### src/rtl/prio_irq_group.sv
module prio_irq_group #(
  parameter int NLVL = 16,
  localparam int LW = (NLVL > 1) ? $clog2(NLVL) : 1
) (
  input  logic              clk,
  input  logic              rst_n,
  input  logic [NLVL-1:0]   req_in,
  input  logic              ctl_valid,
  input  logic [2:0]        ctl_op,
  input  logic [NLVL-1:0]   ctl_mask,
  input  logic              ack_in,
  input  logic              clr_act,
  input  logic              ld_valid,
  input  logic [2*NLVL-1:0] ld_state,
  input  logic [NLVL-1:0]   ld_en,
  output logic              irq,
  output logic [LW-1:0]     irq_lvl,
  output logic [2*NLVL-1:0] st_out,
  output logic [NLVL-1:0]   en_out
);
  localparam logic [1:0] S_DIS = 2'd0, S_ARM = 2'd1, S_WAIT = 2'd2, S_ACT = 2'd3;
  localparam logic [2:0] OP_ARM = 3'd1, OP_DISARM = 3'd2, OP_EN = 3'd3, OP_DSB = 3'd4, OP_TRG = 3'd5;

  logic [1:0] st [NLVL];
  logic [1:0] st_nx [NLVL];
  logic [NLVL-1:0] en, en_nx, req_q, rise;
  logic [NLVL-1:0] v_dis, v_wait, v_act;
  logic [NLVL-1:0] arm_m, dis_m, ena_m, dsb_m, trg_m;
  logic act_any, found, blocked;
  logic [LW-1:0] act_top, pick;

  assign rise  = req_in & ~req_q;
  assign arm_m = (ctl_valid && ctl_op == OP_ARM)    ? ctl_mask : '0;
  assign dis_m = (ctl_valid && ctl_op == OP_DISARM) ? ctl_mask : '0;
  assign ena_m = (ctl_valid && ctl_op == OP_EN)     ? ctl_mask : '0;
  assign dsb_m = (ctl_valid && ctl_op == OP_DSB)    ? ctl_mask : '0;
  assign trg_m = (ctl_valid && ctl_op == OP_TRG)    ? ctl_mask : '0;

  for (genvar g = 0; g < NLVL; g++) begin : g_lvl
    assign st_out[2*g +: 2] = st[g];
    assign v_dis[g]  = (st[g] == S_DIS);
    assign v_wait[g] = (st[g] == S_WAIT);
    assign v_act[g]  = (st[g] == S_ACT);
  end
  assign en_out = en;

  always_comb begin
    act_any = 1'b0;
    act_top = '0;
    found   = 1'b0;
    blocked = 1'b0;
    pick    = '0;
    for (int i = 0; i < NLVL; i++) begin
      if (!found && !blocked && v_wait[i] && en[i]) begin
        found = 1'b1;
        pick  = LW'(i);
      end
      if (v_act[i] && !act_any) begin
        act_any = 1'b1;
        act_top = LW'(i);
      end
      if (v_act[i]) blocked = 1'b1;
    end
  end

  assign irq     = found;
  assign irq_lvl = pick;

  always_comb begin
    for (int i = 0; i < NLVL; i++) begin
      st_nx[i] = st[i];
      en_nx[i] = en[i];
      if ((rise[i] || trg_m[i]) && st[i] == S_ARM) st_nx[i] = S_WAIT;
      if (ack_in && found && pick == LW'(i)) st_nx[i] = S_ACT;
      if (clr_act && act_any && act_top == LW'(i)) st_nx[i] = S_ARM;
      if (arm_m[i] && st[i] == S_DIS) st_nx[i] = S_ARM;
      if (dis_m[i]) st_nx[i] = S_DIS;
      if (ena_m[i]) en_nx[i] = 1'b1;
      if (dsb_m[i]) en_nx[i] = 1'b0;
      if (ld_valid) begin
        st_nx[i] = ld_state[2*i +: 2];
        en_nx[i] = ld_en[i];
      end
    end
  end

  always_ff @(posedge clk) begin
    if (!rst_n) begin
      req_q <= '0;
      en    <= '0;
      for (int i = 0; i < NLVL; i++) st[i] <= S_DIS;
    end else begin
      req_q <= req_in;
      en    <= en_nx;
      for (int i = 0; i < NLVL; i++) st[i] <= st_nx[i];
    end
  end

  assert_reset_idle_R1: assert property (@(posedge clk)
    $rose(rst_n) |-> (st_out == '0 && en_out == '0 && !irq));

  assert_disarm_wins_R2: assert property (@(posedge clk) disable iff (!rst_n)
    (ctl_valid && ctl_op == OP_DISARM && !ld_valid) |=> ((v_dis & $past(ctl_mask)) == $past(ctl_mask)));

  assert_enable_set_R3: assert property (@(posedge clk) disable iff (!rst_n)
    (ctl_valid && ctl_op == OP_EN && !ld_valid) |=> ((en_out & $past(ctl_mask)) == $past(ctl_mask)));

  assert_disarmed_drops_R4: assert property (@(posedge clk) disable iff (!rst_n)
    !ld_valid |=> (($past(v_dis) & (v_wait | v_act)) == '0));

  assert_present_rule_R6: assert property (@(posedge clk) disable iff (!rst_n)
    irq |-> (v_wait[irq_lvl] && en_out[irq_lvl] && (!act_any || irq_lvl < act_top)));

  assert_ack_moves_R7: assert property (@(posedge clk) disable iff (!rst_n)
    (ack_in && irq && !ld_valid && !dis_m[irq_lvl]) |=> v_act[$past(irq_lvl)]);

  assert_clear_top_R8: assert property (@(posedge clk) disable iff (!rst_n)
    (clr_act && act_any && !ld_valid) |=> !v_act[$past(act_top)]);

  assert_restore_R9: assert property (@(posedge clk) disable iff (!rst_n)
    ld_valid |=> (st_out == $past(ld_state) && en_out == $past(ld_en)));
endmodule

### config.mk
export PLATFORM = sky130hd
export DESIGN_NAME = prio_irq_group
export DESIGN_NICKNAME = d
export VERILOG_FILES = /design/src/rtl/prio_irq_group.sv
export SDC_FILE = /design/constraint.sdc
export NUM_CORES = 1
export LEC_CHECK = 0
export BUFFER_PORTS_ARGS = -buffer_cell sky130_fd_sc_hd__buf_2
export CORE_AREA = 5 5 94 96
export DETAILED_ROUTE_END_ITERATION = 16
export DIE_AREA = 0 0 99 101
export PLACE_DENSITY = 0.85
export SLEW_MARGIN = 40
export SYNTH_ARGS = -nofsm -noshare
export SYNTH_HDL_FRONTEND = slang
export SYNTH_SLANG_ARGS = --single-unit
### constraint.sdc
create_clock -name clk -period 6.3 [get_ports clk]
set_input_delay 0.315 -clock clk [delete_from_list [all_inputs] [get_ports clk]]
set_output_delay 0.315 -clock clk [all_outputs]
set_load 0.01 [all_outputs]
==> run_results.csv, run 1 <==
group,metric,value,unit
finish,register_area,1280,sq um
detailed_routing,vias,5160,
global_route,antenna_found_initial,0,
placement,place_area,4990,sq um
finish,final_common_cell,"buf_2",
worst_setup_path,worstPathArrival,3.35,ns
finish,fillerInstances,729,
cts,clk_pin_slew_worst_paths,0.08,ns
global_route,overflow,0,
global_route,busiest_layer,"met2",
global_route,grt_pass1_wl,25100,microns
sta,finalSetupTns,0,ns
detailed_routing,dr.first_iter.drc_count,364,
synth,mappedNetlistArea,4250,sq um
placement,place_congestion,0.929,
power,ir_worst_vdd,0.124,mV
placement,port_buffers,141,
floorplanning,die_h,101,microns
detailed_routing,firstDrtPassIters,5,
worst_setup_path,critPathLaunchType,"register",
finish,layout-drive-gt1-share,0.246,
global_route,grtUsageMet1,0.432,
worst_setup_path,worstSetupEndpointType,"register",
cts,cts_buffer_depth,2,
cts,cts-root-buf,"clkbuf_8",
sta,fin_crit,3.09,ns
detailed_routing,wl_per_cell,19.8,microns
cts,cts.sinks,64,
synth,async_reset_ff_frac,0,
global_route,grt_max_degree,52,
synth,yosys_warnings,0,
global_route,grt_pass1_vias,4906,
cts,cts_tree,"yes",
cts,worstSkewPairLatency,0.35,ns
floorplanning,core_area,7970,sq um
floorplanning,std_cell_rows,33,
detailed_routing,drc_errors,0,
finish,num_antenna_cells,0,
worst_setup_path,crit_type,"reg2reg",
floorplanning,die_x,99,microns
sta,timing.final.crit_share,0.490,
sta,setup_viol,0,
sta,holdWs,0.167,ns
sta,fmaxAchievable,324,MHz
power,p_per_area,218,nW/um^2
sta,tightest_slew,0.723,ns
synth,synthCells,584,
worst_setup_path,worst-path-max-fanout,9,
synth,synth_cell_types,60,
outcome,outcome,"complete, no violations",
synth,ys_ff_latch,64,
finish,final_cell_mix,"buf_2, a21oi_1, dfxtp_1",
cts,cts.htree.levels,3,
floorplanning,ios,142,
placement,hpwl,11900,microns
run,cap_violations,0,
cts,holdBufCountCts,0,
global_route,grt_usage,0.315,
sta,rsz0062_at_grt,"false",
synth,synth_edf_count,0,
finish,final_area,5230,sq um
worst_setup_path,required,6.56,ns
sta,drv_slew,0,
cts,post_cts.repair.setup_buffers,0,
finish,nets,791,
power,cellLeakagePower,2.24,nW
detailed_routing,wl,16100,microns
sta,hold_violations,0,
synth,dominantRegCellSynth,"dfxtp_1",
finish,multiInputGateArea,2810,sq um
sta,clock-skew-final,0.0141,ns
cts,post_cts_resized,0,
detailed_routing,ant_nets,0,
finish,syn_to_final_growth,23.1,%
floorplanning,dieArea,10000,sq um
cts,numCtsBuffers,9,
global_route,grt_use_met2,0.506,
sta,relSlewSlack,0.516,
floorplanning,start_util,0.533,
min_path,hold_class,"in2reg",
detailed_routing,via_per_inst,6.35,
synth,syn_nets,673,
power,power,0.00114,W
synth,syn_area_per_cell,7.28,sq um
synth,yosysSeqAreaShare,0.302,
global_route,met3_usage,0.0526,
==> layout make-up <==
| type | count | area share |
|---|---|---|
| Clock buffer | 11 | 0.0270 |
| Clock inverter | 5 | 0.0153 |
| Inverter | 11 | 0.00789 |
| Multi-Input combinational cell | 470 | 0.536 |
| Sequential cell | 64 | 0.245 |
| Tap cell | 105 | 0.0251 |
| Timing Repair Buffer | 146 | 0.143 |
==> per-stage QoR <==
step | worst slack [ns] | util | std cells
4_1_cts | 3.20 | 0.654 | 811
6_report | 3.21 | 0.656 | 812
3_3_place_gp | 3.28 | 0.625 | 795
5_1_grt | 3.07 | 0.656 | 812
3_5_place_dp | 3.29 | 0.626 | 795
2_1_floorplan | 3.72 | - | 584
==> worst max-delay path, stage by stage, from the launching register on <==
cell and delay, ns:
dfxtp_1 0.48, and3b_1 0.24, o211a_1 0.27, o21a_1 0.24, or3_1 0.45, o41a_1 0.51, o22ai_2 0.40, nand2_1 0.12
a311oi_1 0.29
==> kinds of logic (layout without fill, tap and decap cells) <==
kind of cell           after synthesis  in the layout  synth area share
buffers and inverters               50            173            0.0442
AOI/OAI and AO/OA                  249            249             0.384
and+or+nand+nor                    221            221             0.270
DFF                                 64             64             0.302
==> registers in the layout, summed over array words and instances (netlist names) <==
register	cells
st	32
req_q	16
en_out	16
==> cells in the mapped netlist (all sizes together), types with 12 or more instances <==
master   n  area share
nand3   12       0.014
a21oi   96        0.11
clkbuf  39       0.034
nor3    13       0.015
dfxtp   64        0.30
o21ai   31       0.037
and2    27       0.040
nor2    40       0.035
a211oi  31       0.055
nand2   61       0.054
nor2b   19       0.028
o31ai   13       0.023
==> report_power, final <==
| part | total (W) | internal [W] | leakage, nW | switching [W] |
|---|---|---|---|---|
| logic | 0.000263 | 0.000106 | 1.60 | 0.000157 |
| registers | 0.000468 | 0.000430 | 0.530 | 0.0000380 |
| clock network | 0.000409 | 0.000233 | 0.106 | 0.000176 |
| total | 0.00114 | 0.000769 | 2.24 | 0.000371 |
==> worst paths after layout <==
check                  start   endpoint  slack, ns  cells after the start
setup reg to reg   st[0][14]   st[1][6]       3.21                      8
hold / removal    req_in[14]  req_q[14]       0.17                      2
setup / recovery   st[0][14]   st[1][6]       3.21                      8
hold reg to reg     st[1][6]   st[1][6]       0.60                      2
==> metal layers <==
metal	part of all wire	vias to the layer above
li1	-	2431
met1	0.43	2454
met2	0.47	249
met3	0.089	26
met4	0.017	0
met5	0	-
Note: power is estimated with default switching activity, not from simulation.
==> run 2, diff against run 1 <==
--- a/config.mk
+++ b/config.mk
@@ -6,10 +6,10 @@
 export NUM_CORES = 1
 export LEC_CHECK = 0
 export BUFFER_PORTS_ARGS = -buffer_cell sky130_fd_sc_hd__buf_2
-export CORE_AREA = 5 5 94 96
+export CORE_AREA = 5 5 98 100
 export DETAILED_ROUTE_END_ITERATION = 16
-export DIE_AREA = 0 0 99 101
-export PLACE_DENSITY = 0.85
+export DIE_AREA = 0 0 103 105
+export PLACE_DENSITY = 0.79
 export SLEW_MARGIN = 40
 export SYNTH_ARGS = -nofsm -noshare
 export SYNTH_HDL_FRONTEND = slang
==> constraint.sdc (replaced) <==
create_clock -name clk -period 2.9 [get_ports clk]
set_input_delay 0.145 -clock clk [delete_from_list [all_inputs] [get_ports clk]]
set_output_delay 0.145 -clock clk [all_outputs]
set_load 0.01 [all_outputs]
==> run 2 against run 1 <==
Final area up 6.6%. Die area is 8.2% higher. Register-to-register slack got worse by 3.1 ns. Clock power grew 100%. Largest power group unchanged. Clock skew down 0.0016 ns. Sequential share of layout area is 1.5 points lower. Flip-flop and latch count unchanged. Non-clock buffer count up 42.
==> run_results.csv, run 2 (synthesis results as in run 1) <==
group,metric,value,unit
finish,syn_to_final_growth,31.2,%
global_route,grt_pass1_vias,5166,
min_path,min_from,"req_in[15]",
cts,cts_buffer_depth,2,
run,cap_violations,0,
global_route,grt_max_degree,52,
floorplanning,dieArea,10800,sq um
finish,nets,833,
finish,fin_util,0.649,
power,p_sw_frac,0.333,
detailed_routing,wl_per_cell,20.0,microns
worst_setup_path,cpPeakStageDelay,0.63,ns
sta,fmaxAchievable,364,MHz
placement,place_area,5210,sq um
power,internal_power,0.00166,W
placement,hpwl,12800,microns
cts,cts.sinks,64,
worst_setup_path,required,3.18,ns
sta,setup_viol,0,
worst_setup_path,timing.rr.start,"st[0][0]",
global_route,antenna_found_initial,0,
floorplanning,ios,142,
finish,final_cell_mix,"buf_2, a21oi_1, dfxtp_1",
cts,cts-root-buf,"clkbuf_8",
finish,largest_register_ffs,32,
worst_setup_path,r2r-end,"st[1][12]",
worst_setup_path,crit_buf_inv,1,
sta,clock-skew-final,0.0125,ns
worst_setup_path,slowest_stage,"a222oi_1",
detailed_routing,via_per_inst,6.26,
detailed_routing,vias,5366,
floorplanning,die_x,103,microns
global_route,grt_usage,0.312,
sta,rsz0062_at_grt,"false",
cts,cts_tree,"yes",
finish,final_area,5570,sq um
worst_setup_path,rr_worst_depth,8,
cts,worstSkewPairLatency,0.36,ns
sta,drv_slew,0,
floorplanning,std_cell_rows,34,
cts,numCtsBuffers,9,
finish,final_common_cell,"buf_2",
finish,top_register,"st",
finish,num_antenna_cells,0,
placement,port_buffers,141,
finish,layout-drive-gt1-share,0.272,
sta,finalSetupTns,0,ns
outcome,outcome,"complete, no violations",
worst_setup_path,worst-path-max-fanout,11,
worst_setup_path,crit_family,"compound AO/OA/AOI/OAI gates",
detailed_routing,wl,17100,microns
power,p_per_area,447,nW/um^2
worst_setup_path,critPathLaunchType,"register",
placement,place_congestion,0.976,
detailed_routing,firstDrtPassIters,8,
detailed_routing,ant_nets,0,
global_route,overflow,0,
finish,fillerInstances,775,
worst_setup_path,worstPathArrival,3.03,ns
cts,cts.htree.levels,3,
floorplanning,core_area,8590,sq um
floorplanning,start_util,0.494,
worst_setup_path,path_cells,"a222oi_1 -> o21a_1 -> nor4_1 -> buf_4 -> and3_1 -> nor2b_1 -> or4_1 -> a31oi_1",
worst_setup_path,reg2reg_slack,0.15,ns
power,combPwrFrac,0.260,
sta,timing.final.crit_share,0.948,
floorplanning,die_h,105,microns
cts,clk_pin_slew_worst_paths,0.08,ns
global_route,grt_pass1_wl,26800,microns
sta,fin_crit,2.75,ns
power,switching_power,0.000829,W
power,cellLeakagePower,2.43,nW
worst_setup_path,crit_type,"reg2reg",
min_path,hold_class,"in2reg",
power,ir_worst_vdd,0.243,mV
sta,holdWs,0.0123,ns
power,pwr-share-clk,0.334,
sta,tightest_slew,0.742,ns
sta,hold_violations,0,
min_path,hold_path_depth,3,
detailed_routing,drc_errors,0,
power,power,0.00249,W
worst_setup_path,worstSetupEndpointType,"register",
min_path,hold_path_end,"req_q[15]",
detailed_routing,dr.first_iter.drc_count,426,
sta,relSlewSlack,0.503,
power,p_seq_frac,0.406,
## run 2: worst reg2reg max path: cells and delay by family (launching register included)
| family | cells | cell delay (ns) |
|---|---|---|
| AO/OA/AOI/OAI | 3 | 1.12 |
| AND/OR/NAND/NOR | 4 | 0.98 |
| flip-flops | 1 | 0.42 |
| buffers and inverters | 1 | 0.17 |
## run 2: timing repair
| item | 4_1_cts | 5_1_grt |
|---|---|---|
| endpoints found under the setup margin | 0 | 5 |
| hold endpoints to repair | 13 | 0 |
| hold buffers | 13 | 0 |
| buffers inserted | 0 | 2 |
| resized for setup | 0 | 3 |
## run 2: area by class of cell
cell class / instances / area (sq um) / area share
clock buffer: 12 / 155 / 0.0278
tap: 108 / 135 / 0.0242
clock inverter: 4 / 52.6 / 0.00943
inverter: 11 / 41.3 / 0.00741
multi-input combinational: 470 / 2810 / 0.503
sequential: 64 / 1280 / 0.230
timing repair buffer: 188 / 1100 / 0.198
## run 2: worst max path at each step
stage	from	to	slack [ns]	cells past startpoint
floorplan	st[0][14]	st[1][6]	0.32	9
global placement	st[0][0]	st[1][0]	0.16	8
detailed placement	st[0][1]	st[1][0]	0.11	8
CTS	st[0][0]	st[1][0]	0.07	8
global route	st[0][0]	st[1][0]	0.009	8
finish	st[0][0]	st[1][12]	0.15	8
## run 2: routing by layer
metal	vias to the layer above	GRT usage	share of wire
met5	-	0	0
met4	0	0.108	0.022
met3	37	0.0560	0.098
met2	301	0.479	0.47
met1	2518	0.434	0.41
li1	2510	-	-
## run 2: stage by stage
step / worst slack, ns / cells
after CTS: 0.0748 / 855
after floorplan: 0.318 / 584
after global routing: 0.00882 / 857
after detailed placement: 0.113 / 826
final: 0.150 / 857
after global placement: 0.156 / 826
## run 2: power by group through the flow
stage / combinational [W] / clock (W) / sequential, W
2_1_floorplan: 0.000333 / 0 / 0.00102
3_3_place_gp: 0.000609 / 0 / 0.00102
3_5_place_dp: 0.000615 / 0 / 0.00103
4_1_cts: 0.000631 / 0.000839 / 0.00101
5_1_grt: 0.000703 / 0.000877 / 0.00102
6_report: 0.000647 / 0.000832 / 0.00101
